`config.mk`:
```
export PLATFORM = sky130hd
export DESIGN_NAME = svc_req_arbiter
export DESIGN_NICKNAME = d
export VERILOG_FILES = /design/src/rtl/svc_arb_pkg.sv /design/src/rtl/svc_req_sync.sv /design/src/rtl/svc_prio_pick.sv /design/src/rtl/svc_cmp_arb.sv /design/src/rtl/svc_req_arbiter.sv
export SDC_FILE = /design/constraint.sdc
export NUM_CORES = 1
export LEC_CHECK = 0
export BUFFER_PORTS_ARGS = -buffer_cell sky130_fd_sc_hd__buf_2
export CORE_ASPECT_RATIO = 0.6
export CORE_MARGIN = 10
export CORE_UTILIZATION = 51
export CTS_CLUSTER_DIAMETER = 100
export DETAILED_ROUTE_END_ITERATION = 10
export PLACE_DENSITY = 0.77
export REMOVE_ABC_BUFFERS = 1
export SYNTH_ARGS = -nofsm -noshare
export SYNTH_HDL_FRONTEND = slang
export SYNTH_SLANG_ARGS = --single-unit
```
`constraint.sdc`:
```
create_clock -name clk -period 1.9 [get_ports clk]
set_input_delay 0.38 -clock clk [delete_from_list [all_inputs] [get_ports clk]]
set_output_delay 0.38 -clock clk [all_outputs]
set_load 0.03 [all_outputs]
```
`src/rtl/svc_arb_pkg.sv`:
```
package svc_arb_pkg;
  localparam int AB_LINES = 4;  // buffer-transfer request lines (2 ports x tx/rx)
  localparam int PORTS    = 2;  // serial ports sharing the compander
endpackage

```
`src/rtl/svc_req_sync.sv`:
```
module svc_req_sync #(
  parameter int W      = 8,
  parameter int STAGES = 2
) (
  input  logic         clk,
  input  logic         rst,
  input  logic [W-1:0] raw,
  output logic [W-1:0] rise
);
  logic [STAGES-1:0][W-1:0] sreg;

  always_ff @(posedge clk) begin
    if (rst) sreg <= '0;
    else begin
      sreg[0] <= raw;
      for (int k = 1; k < STAGES; k++) sreg[k] <= sreg[k-1];
    end
  end

  // new request: last synchronized stage has just gone high
  assign rise = sreg[STAGES-2] & ~sreg[STAGES-1];
endmodule

```
`src/rtl/svc_prio_pick.sv`:
```
module svc_prio_pick #(
  parameter int N = 8
) (
  input  logic [N-1:0] req,
  output logic [N-1:0] onehot,
  output logic         any
);
  always_comb begin
    onehot = '0;
    for (int i = 0; i < N; i++)
      if (req[i] && (onehot == '0)) onehot[i] = 1'b1;
  end
  assign any = |req;
endmodule

```
`src/rtl/svc_cmp_arb.sv`:
```
module svc_cmp_arb #(
  parameter int PORTS = 2
) (
  input  logic             clk,
  input  logic             rst,
  input  logic [PORTS-1:0] want,
  output logic [PORTS-1:0] gnt
);
  logic [PORTS-1:0] pick;

  always_comb begin
    pick = '0;
    for (int p = 0; p < PORTS; p++)
      if (want[p] && (pick == '0)) pick[p] = 1'b1;
  end

  always_ff @(posedge clk) begin
    if (rst) gnt <= '0;
    else     gnt <= pick;
  end
endmodule

```
`src/rtl/svc_req_arbiter.sv`:
```
module svc_req_arbiter
  import svc_arb_pkg::*;
#(
  parameter int NUM_IRQ     = 4,
  parameter int SYNC_STAGES = 2
) (
  input  logic                        clk,
  input  logic                        rst,
  input  logic [AB_LINES-1:0]         ab_req_in,
  input  logic [NUM_IRQ-1:0]          irq_in,
  input  logic [NUM_IRQ-1:0]          irq_en,
  input  logic [PORTS-1:0]            rx_compand,
  input  logic                        instr_bound,
  input  logic [PORTS-1:0]            cmp_req,
  output logic [AB_LINES+NUM_IRQ-1:0] gnt,
  output logic                        gnt_is_irq,
  output logic                        vec_fetch,
  output logic [PORTS-1:0]            cmp_gnt
);
  localparam int NSRC = AB_LINES + NUM_IRQ;

  logic [NSRC-1:0]  raw_all, rise, direct_set, done_set;
  logic [NSRC-1:0]  pend_q, pend_d, eligible, cand, take;
  logic             any_elig, fire;
  logic [PORTS-1:0] wait_q, wait_set, exp_done, cmp_want;

  assign raw_all = {irq_in, ab_req_in};

  svc_req_sync #(.W(NSRC), .STAGES(SYNC_STAGES)) i_sync (
    .clk (clk),
    .rst (rst),
    .raw (raw_all),
    .rise(rise)
  );

  // receive line of port p sits at bit 2p+1
  for (genvar p = 0; p < PORTS; p++) begin : g_port
    assign wait_set[p] = rise[2*p+1] & rx_compand[p];
    assign exp_done[p] = wait_q[p] & cmp_gnt[p];
    assign cmp_want[p] = cmp_req[p] | (wait_q[p] & ~cmp_gnt[p]);
  end

  always_comb begin
    direct_set = rise;
    done_set   = '0;
    for (int p = 0; p < PORTS; p++) begin
      direct_set[2*p+1] = rise[2*p+1] & ~rx_compand[p];
      done_set[2*p+1]   = exp_done[p];
    end
  end

  assign eligible = pend_q & {irq_en, {AB_LINES{1'b1}}};

  svc_prio_pick #(.N(NSRC)) i_pick (
    .req   (eligible),
    .onehot(cand),
    .any   (any_elig)
  );

  // no grant in the vector-fetch cycle following an interrupt grant
  assign fire   = instr_bound & ~gnt_is_irq & any_elig;
  assign take   = fire ? cand : '0;
  assign pend_d = (pend_q & ~take) | direct_set | done_set;

  always_ff @(posedge clk) begin
    if (rst) begin
      pend_q     <= '0;
      wait_q     <= '0;
      gnt        <= '0;
      gnt_is_irq <= 1'b0;
      vec_fetch  <= 1'b0;
    end else begin
      pend_q     <= pend_d;
      wait_q     <= (wait_q & ~exp_done) | wait_set;
      gnt        <= take;
      gnt_is_irq <= |take[NSRC-1:AB_LINES];
      vec_fetch  <= gnt_is_irq;
    end
  end

  svc_cmp_arb #(.PORTS(PORTS)) i_cmp (
    .clk (clk),
    .rst (rst),
    .want(cmp_want),
    .gnt (cmp_gnt)
  );
endmodule

```
======== After elaboration in Yosys (flattened, before gate mapping) ========
Cells that the tools add are included.
word-level totals
  logic and storage cells ................. 64
  input bits .............................. 19
  output and inout bits ................... 12
  bits in registers ....................... 38
operators by class
  reduce and logical (&&, ||, !) cells .... 16
  bitwise logic cells ..................... 29
  muxes and demuxes ....................... 11
operators by type and width
  operator                                     count
  8-bit bitwise AND                            3
  8-bit NOT                                    2
  1-bit bitwise AND                            10
  1-bit 2-to-1 mux                             10
  1-bit logical AND                            8
  8-bit 2-to-1 mux                             1
  8-bit by 4-bit bitwise OR with 8-bit output  1
  8-bit bitwise OR                             1
  8-bit OR reduction                           1
  7-bit zero test                              1
  1-bit NOT                                    7
  6-bit zero test                              1
  5-bit zero test                              1
  4-bit zero test                              1
  4-bit OR reduction                           1
  3-bit zero test                              1
  2-bit bitwise AND                            1
  2-bit zero test                              1
  2-bit NOT                                    1
  1-bit bitwise OR                             2
  2-bit bitwise OR                             1

======== Longest topological paths before layout ========
Gate-level depths: netlist of run 1.
  depth after elaboration ................. 28
  gate-level depth with buffers ........... 4
  depth with buffers taken out ............ 3

======== By module ========
A second synthesis of run 1 with hierarchy kept.
second synthesis, totals
  cell total of the unflattened synthesis .. 129
  area, all modules ....................... 1396.3 sq um
modules (own cells, without submodules)
  module           times used  area each (sq um)  cells each  sequential area each (sq um)
  svc_req_arbiter  1           724.4              72          400.4
  svc_req_sync     1           514.2              41          320.3
  svc_prio_pick    1           98.8               12          0.0
  svc_cmp_arb      1           58.8               4           40.0

======== Worst setup path before layout of run 1 ========
No wires, ideal clock.
  path kind ............................... flip-flop to flip-flop
  start ................................... register pend_q[0]
  end ..................................... register pend_q[5]
  path buffers ............................ 1
  path slack .............................. 442 ps
  data arrival time ....................... 1320 ps
  clock period less this slack ............ 1458 ps
  data required time ...................... 1762 ps
  setup time .............................. 138 ps
  cell stages (with the launch flop) ...... 5
  cell sequence ........................... dfxtp_1 buf_6 or4_4 nor4b_2 a311oi_1
on the way
  word-level cells in the longest chain between the ends .. 22
  elaborated cells on any way between the ends .. 24
  classes of those cells .................. mux: 7; bitwise: 7; reduce/logical: 10
ends and longest elaborated chain
  item                                             RTL line               RTL
  start: declaration                               svc_req_arbiter.sv:23  logic [NSRC-1:0] pend_q, pend_d, eligible, cand, take;
  start signal: assignment                         svc_req_arbiter.sv:73  pend_q <= pend_d;
  8-bit bitwise AND (*)                            svc_req_arbiter.sv:52  assign eligible = pend_q & {irq_en, {AB_LINES{1'b1}}};
  1-bit 2-to-1 mux                                 svc_prio_pick.sv:11    if (req[i] && (onehot == '0)) onehot[i] = 1'b1;
  1-bit NOT                                        svc_prio_pick.sv:11
  1-bit logical AND                                svc_prio_pick.sv:11
  1-bit 2-to-1 mux                                 svc_prio_pick.sv:11
  2-bit zero test                                  svc_prio_pick.sv:11
  1-bit logical AND                                svc_prio_pick.sv:11
  1-bit 2-to-1 mux                                 svc_prio_pick.sv:11
  [6 not listed]                                   --
  5-bit zero test                                  svc_prio_pick.sv:11
  1-bit logical AND                                svc_prio_pick.sv:11
  1-bit 2-to-1 mux                                 svc_prio_pick.sv:11
  8-bit 2-to-1 mux (*)                             svc_req_arbiter.sv:62  assign take = fire ? cand : '0;
  8-bit NOT (*)                                    svc_req_arbiter.sv:63  assign pend_d = (pend_q & ~take) | direct_set | done_set;
  8-bit bitwise AND (*)                            svc_req_arbiter.sv:63
  8-bit bitwise OR (*)                             svc_req_arbiter.sv:63
  8-bit by 4-bit bitwise OR with 8-bit output (*)  svc_req_arbiter.sv:63
Mark *: on every way between the ends. The rest lies on a longest branch, timed or not.
A chain may end at the register's enable or synchronous reset.

======== Final worst setup path of run 1 ========
  start ................................... register pend_q[5]
  end ..................................... register gnt[0]
on the way
  word-level cells in the longest chain between the ends .. 4
ends and longest elaborated chain
  item                    RTL line               RTL
  8-bit bitwise AND       svc_req_arbiter.sv:52
  8-bit OR reduction      svc_prio_pick.sv:13    assign any = |req;
  1-bit bitwise AND       svc_req_arbiter.sv:61  assign fire = instr_bound & ~gnt_is_irq & any_elig;
  8-bit 2-to-1 mux        svc_req_arbiter.sv:62
  end signal: assignment  svc_req_arbiter.sv:75  gnt <= take;
  end: declaration        svc_req_arbiter.sv:15  output logic [AB_LINES+NUM_IRQ-1:0] gnt,
No other way between the ends.

==> results of run 1 <==
## registers in the layout, indices dropped and copies added, names as in the netlist
register,cells
gnt,8
gnt_is_irq,1
i_cmp.gnt,2
i_sync.sreg,16
pend_q,8
vec_fetch,1
wait_q,2
## worst min path at each step
stage / startpoint / to / depth (start not counted)
2_1_floorplan: i_sync.sreg[2]$_SDFF_PP0_ / i_sync.sreg[10]$_SDFF_PP0_ / 1
5_1_grt: ab_req_in[3] / i_sync.sreg[3]$_SDFF_PP0_ / 2
3_3_place_gp: i_sync.sreg[2]$_SDFF_PP0_ / i_sync.sreg[10]$_SDFF_PP0_ / 1
4_1_cts: irq_in[2] / i_sync.sreg[6]$_SDFF_PP0_ / 2
6_report: ab_req_in[3] / i_sync.sreg[3]$_SDFF_PP0_ / 2
3_5_place_dp: i_sync.sreg[6]$_SDFF_PP0_ / i_sync.sreg[14]$_SDFF_PP0_ / 1
## worst max-delay path, delay by kind of cell (launching register included)
family	cells	cell delay [ns]
AOI/OAI and AO/OA	1	0.59
and+or+nand+nor	2	0.54
DFF	1	0.35
## power groups by stage
stage / sequential [uW] / clock (uW) / combinational, uW
3_5_place_dp: 875 / 0 / 144
2_1_floorplan: 882 / 0 / 77.0
3_3_place_gp: 872 / 0 / 139
5_1_grt: 861 / 711 / 161
4_1_cts: 856 / 677 / 146
6_report: 857 / 664 / 145
## stage by stage
stage | util [%] | power [uW]
after floorplan | - | 959.0
after global placement | 59.78 | 1011
after detailed placement | 59.78 | 1019
after CTS | 64.18 | 1679
after global routing | 64.18 | 1733
final | 64.18 | 1666
## cells in the mapped netlist
library cell / count
a2111oi_0: 1
a211oi_1: 4
a21oi_1: 8
a222oi_1: 1
a311oi_1: 3
a32o_1: 1
and3_1: 2
and3_2: 1
and4b_1: 2
buf_1: 1
buf_6: 1
clkbuf_1: 2
dfxtp_1: 38
inv_1: 5
nand2_1: 5
nand2b_1: 6
nand3_1: 2
nand3b_1: 2
nand4_1: 1
nor2_1: 6
nor2b_1: 21
nor3b_1: 4
nor4_1: 2
nor4b_2: 1
o31ai_1: 1
o41ai_1: 1
or4_4: 1
## area by class of cell
cell class / count / area (sq um)
clock buffer: 5 / 68.82
clock inverter: 3 / 40.04
fill: 204 / 884.6
inverter: 5 / 18.77
multi-input combinational: 76 / 491.7
sequential: 38 / 760.7
tap: 32 / 40.04
timing repair buffer: 32 / 165.2
## routing by layer
| metal | up-vias | track usage, % | share of wire [%] |
|---|---|---|---|
| li1 | 499 | - | - |
| met3 | 8 | 5.220 | 8.7 |
| met2 | 33 | 16.28 | 44 |
| met4 | 0 | 7.009 | 2.9 |
| met5 | - | 0 | 0 |
| met1 | 426 | 11.75 | 44 |
## cell families (layout without fill, tap and decap cells)
logic type / after synthesis / after routing
buf+inv: 9 / 45
flops: 38 / 38
simple gates: 56 / 56
compound gates: 20 / 20
==> results.md, run 1 <==
- Synth cell types: 27
- Grt ovf: 0
- Period Utilization, post-route: 82.60%
- Pwr dens: 1051 nW/um^2
- CP max-delay cell: a222oi_1
- RD Place Congestion: between 0.7 and 0.8
- Starting Density: 52.38%
- Static Leak: 0.0006869 uW
- Post_cts resized: 0
- Synth Area in Compound Gates: a little over a tenth
- Hold Crit Class: input pin to flop
- I/O Buffers: 30
- Most common cell after layout, fill and taps aside: dfxtp_1
- Antenna diodes: 0
- P_int: 1284 uW
- Die area: 5017 sq um
- Dpl hpwl: 1.894 mm
- RR Startpoint: pend_q[5]$_SDFF_PP0_
- Reg2reg setup slack: around 0.33 ns
- RSZ-0062 raised after global routing: no
- Post-Synth Adder-Cell Area: 0%
- Hold_ws: 0.2921 ns
- Root buffer cell: clkbuf_8
- Worst setup path endpoint: gnt[0]$_SDFF_PP0_
- Gate power share: 8.7%
- Setup WS post-layout: 0.3306 ns
- Peak supply drop: 0.0005298 V
- Fin. Hold Viols: 0
- Fin area: 1585 sq um
- Sequential Power Share: around 51%
- Synthesis-to-layout area growth: 22.53%
- Placed cells: 183
- Critical path cell sequence: a222oi_1 -> nand3_1 -> and3_2
- Post-synth top area cell: dfxtp_1
- Per-cell routed wire length: 13.36 um
- # DRC: 0
- # hold bufs at CTS: 0
- ANT nets after route: 0
- Setup crit start: pend_q[5]$_SDFF_PP0_
- # IOs: 31
- Mean Syn Cell Area: 10.52 sq um
- Die Width: 85.02 um
- YS warnings: 0
- Max Slew Vio Count: 0
- Final Non-Filler Cells: 191
- Wirelength, routed: between 2 and 3 mm
- CTS tree: yes
- Num rows: 14
- Setup bufs post-CTS: 0
- Largest family of logic cells by synthesized area: simple AND/OR/NAND/NOR gates
- Iteration-0 DRC Markers: 99
- Crit. End Element: flop
- CTS Buf Count: 5
- Slew headroom: 60.61%
- CTS sink cnt: 38
- Largest net degree at the start of global routing: 30
- Global-route wire length before repair: 4.229 mm
- WP data arrival: approximately 1.8 ns
- Min Tclk post-route: 1.569 ns
- Slew @ Worst Pin: 0.5909 ns
- Slowest cell delay on critical path: roughly 0.6 ns
- Die Y: 59.02 um
- Synth Area in XOR/XNOR: 0%
- Simple-gate area share of the yosys netlist: 27.08%
- Core Region: 2470 sq um
- Synth top area cells: dfxtp_1 (59%), nor2b_1 (10%), a21oi_1 (3.1%), nand2b_1 (2.9%), a211oi_1 (2.3%)
- Clock Skews: ~0.0021 ns
- H-tree depth: 2
- Maxcap violations: 0
- Part of the power in the clock network: between 30 and 40%
- Setup-failing EPs final: 0
- Switching share of power: 22.90%
- GRT Overall Usage: 10.68%
- Ratio of cells with drive above 1 in the final layout: 27.04%
- Clock Path Buffers: 2
- Worst R2R Path Depth: 3
- Worst setup SP type: flop
- Clk_lat worst skew: 0.29 ns
- Area of the mapped netlist: 1294 sq um
- Mux share of post-synthesis cell area: 0%
- Sequential area share after synthesis: 58.80%
- Pre-antenna DRT Iters: 4
- Antenna violations before repair: 0
- Status: finished clean
- CP Class: flop to flop
- Peak Freq: 637.2 MHz
- Worst Path Required: 2.09 ns
- CTS clk-pin slew, worst paths: 0.07 ns
- Syn Inst Count: 123
- Setup_tns: 0 ns
- Worst-path maximum fanout: 4
- Nets: 177
- Sw power: 381.5 uW
- Most frequent cells in the layout: dfxtp_1 (38), buf_2 (30), nor2b_1 (21)
- Placed Area: 1476 sq um
- Vias per cell: 5.058
- Yosys top cell area share: 58.80%
- Number of global-route vias before repair: around 950
- Setup slack after placement: 0.2029 ns
- Via count: slightly below 1000
- Reg-to-reg endpoint: gnt[0]$_SDFF_PP0_
- Yosys reg bits: 38
No activity file was read; power rests on OpenSTA's default activity.
==> run 2, diff against run 1 <==
Clock period 1.9 ns to 1.5 ns, I/O delays scaled along.
==> results.md, run 2 (synthesized netlist as in run 1, its figures left out) <==
- Status: finished clean
- Reg with most FFs: i_sync.sreg
- Starting Density: 52.38% (unchanged)
- Vias per cell: 5.149 (+1.8%)
- Max Slew Vio Count: 0 (unchanged)
- Clock Path Buffers: 2 (unchanged)
- Clk_lat worst skew: 0.28 ns (about the same)
- Placed cells: 186 (+1.6%)
- Period Utilization, post-route: 97.27% (+15 points)
- Nets: 182 (+2.8%)
- ANT nets after route: 0 (unchanged)
- Peak supply drop: 0.0005030 V (-5.1%)
- Peak Freq: 685.4 MHz (+7.6%)
- Antenna violations before repair: 0 (unchanged)
- Hold Crit Class: input pin to flop
- Ratio of cells with drive above 1 in the final layout: 30.06% (+3.0 points)
- Die Y: 59.02 um (unchanged)
- I/O Buffers: 30 (unchanged)
- Slew headroom: 75.50% (+15 points)
- Grt ovf: 0 (unchanged)
- Antenna diodes: 0 (unchanged)
- Min Tclk post-route: 1.459 ns (-0.1104 ns)
- Worst R2R Path Depth: 3 (unchanged)
- Most common cell after layout, fill and taps aside: dfxtp_1
- CP Class: flop to flop
- Most frequent cells in the layout: dfxtp_1 (35), buf_2 (30), nor2b_1 (21)
- Pwr dens: 1195 nW/um^2 (+14%)
- H-tree depth: 2 (unchanged)
- # DRC: 0 (unchanged)
- Setup WS post-layout: 0.04101 ns (-0.2896 ns)
- Crit. End Element: flop
- RSZ-0062 raised after global routing: yes
- Core Region: 2470 sq um (unchanged)
- RD Place Congestion: 0.7624 (-3.5%)
- Via count: 1004 (+3.9%)
- Maxcap violations: 0 (unchanged)
- CTS Buf Count: 5 (unchanged)
- Clock Skews: 0.002321 ns (+0.0002156 ns)
- Worst-path maximum fanout: 3 (-1)
- Static Leak: 0.0007030 uW (+2.3%)
- Num rows: 14 (unchanged)
- Root buffer cell: clkbuf_8
- Hold Crit Depth: 2 (unchanged)
- Global-route wire length before repair: 4.471 mm (+5.7%)
- Slew @ Worst Pin: 0.3582 ns (-0.2327 ns)
- Setup slack after placement: -0.06000 ns (-0.2629 ns)
- Final Non-Filler Cells: 195 (+2.1%)
- Hold_ws: 0.2227 ns (-0.06944 ns)
- Fin area: 1609 sq um (+1.5%)
- Worst setup SP type: flop
- CTS sink cnt: 38 (unchanged)
- # IOs: 31 (unchanged)
- Number of global-route vias before repair: 990 (+4.7%)
- Largest register FFs: 16 (unchanged)
- CTS tree: yes
- Per-cell routed wire length: 14.06 um (+5.2%)
- Fin. Hold Viols: 0 (unchanged)
- Wirelength, routed: 2.741 mm (+7.4%)
- Placed Area: 1499 sq um (+1.5%)
- Pre-antenna DRT Iters: 4 (unchanged)
- Synthesis-to-layout area growth: 24.37%
- Largest net degree at the start of global routing: 30 (unchanged)
- Setup-failing EPs final: 0 (unchanged)
- Iteration-0 DRC Markers: 120 (+21%)
- # hold bufs at CTS: 0 (unchanged)
- CTS clk-pin slew, worst paths: 0.06 ns (about the same)
- GRT Overall Usage: 11.22% (+0.54 points)
- Die Width: 85.02 um (unchanged)
- Dpl hpwl: 1.976 mm (+4.3%)
- WP data arrival: 1.60 ns (-0.16 ns)
- Layout fillers: 201 (-1.5%)
- Worst Path Required: 1.64 ns (-0.45 ns)
- Biggest regs: i_sync.sreg x16, gnt x8, pend_q x8
- Die area: 5017 sq um (unchanged)
-- run 2: cell types whose count changed in the layout (fill, tap and decap cells not counted) --
cell | before | now
clkinv_2 | 2 | 0
bufinv_16 | 1 | 0
nor4_1 | 2 | 1
nor4b_2 | 1 | 0
clkbuf_1 | 0 | 2
dfxtp_2 | 0 | 3
nor4b_4 | 0 | 1
nor4_2 | 0 | 1
buf_4 | 2 | 7
dfxtp_1 | 38 | 35
-- run 2: timing repair --
action | CTS | global route
pin swaps | 3 | 1
buffers inserted | 2 | 0
setup endpoints to repair | 3 | 8
gates resized for setup | 4 | 1
-- run 2: cell type report --
class	count	area (sq um)	share of cell area, %
well taps	32	40.04	2.488
multi-input cells	76	506.7	31.49
clock buffers	7	76.32	4.743
flip-flops and latches	38	764.5	47.51
repair buffers	37	202.7	12.60
inverters	5	18.77	1.166
-- run 2: final timing paths --
kind	start	to	slack, ns
worst max-delay path	pend_q[3]$_SDFF_PP0_	pend_q[6]$_SDFF_PP0_	0.04
worst min-delay path	irq_in[3]	i_sync.sreg[7]$_SDFF_PP0_	0.22
worst max register to register	pend_q[3]$_SDFF_PP0_	pend_q[6]$_SDFF_PP0_	0.04
worst min register to register	i_sync.sreg[2]$_SDFF_PP0_	i_sync.sreg[10]$_SDFF_PP0_	0.47
-- run 2: metrics by stage --
stage	TNS (ns)	power [uW]	util, %
after global placement	0	1290	60.69
after global routing	-0.02508	2020	65.15
after floorplan	0	1215	-
final	0	1924	65.15
after detailed placement	-0.1123	1301	60.69
after CTS	-0.0005360	1944	64.89
-- run 2: routing by layer --
metal / wire, um / vias to the layer above / GRT usage, %
met1: 1176 / 460 / 13.29
met2: 1324 / 32 / 16.17
li1: - / 505 / -
met5: 0 / - / 0
met4: 49 / 0 / 7.710
met3: 190 / 7 / 4.808
-- run 2: critical path: stages, from the launching register on --
cell and delay [ns]:
dfxtp_2 0.32, or4_4 0.55, nor4b_4 0.29, a311oi_1 0.16
-- run 2: where the power goes --
part / internal [uW] / total [uW] / leakage [uW] / switching (uW)
Clock: 319 / 627 / 0.0000383 / 308
Sequential: 1060 / 1090 / 0.000313 / 28.8
Combinational: 98.1 / 211 / 0.000352 / 113
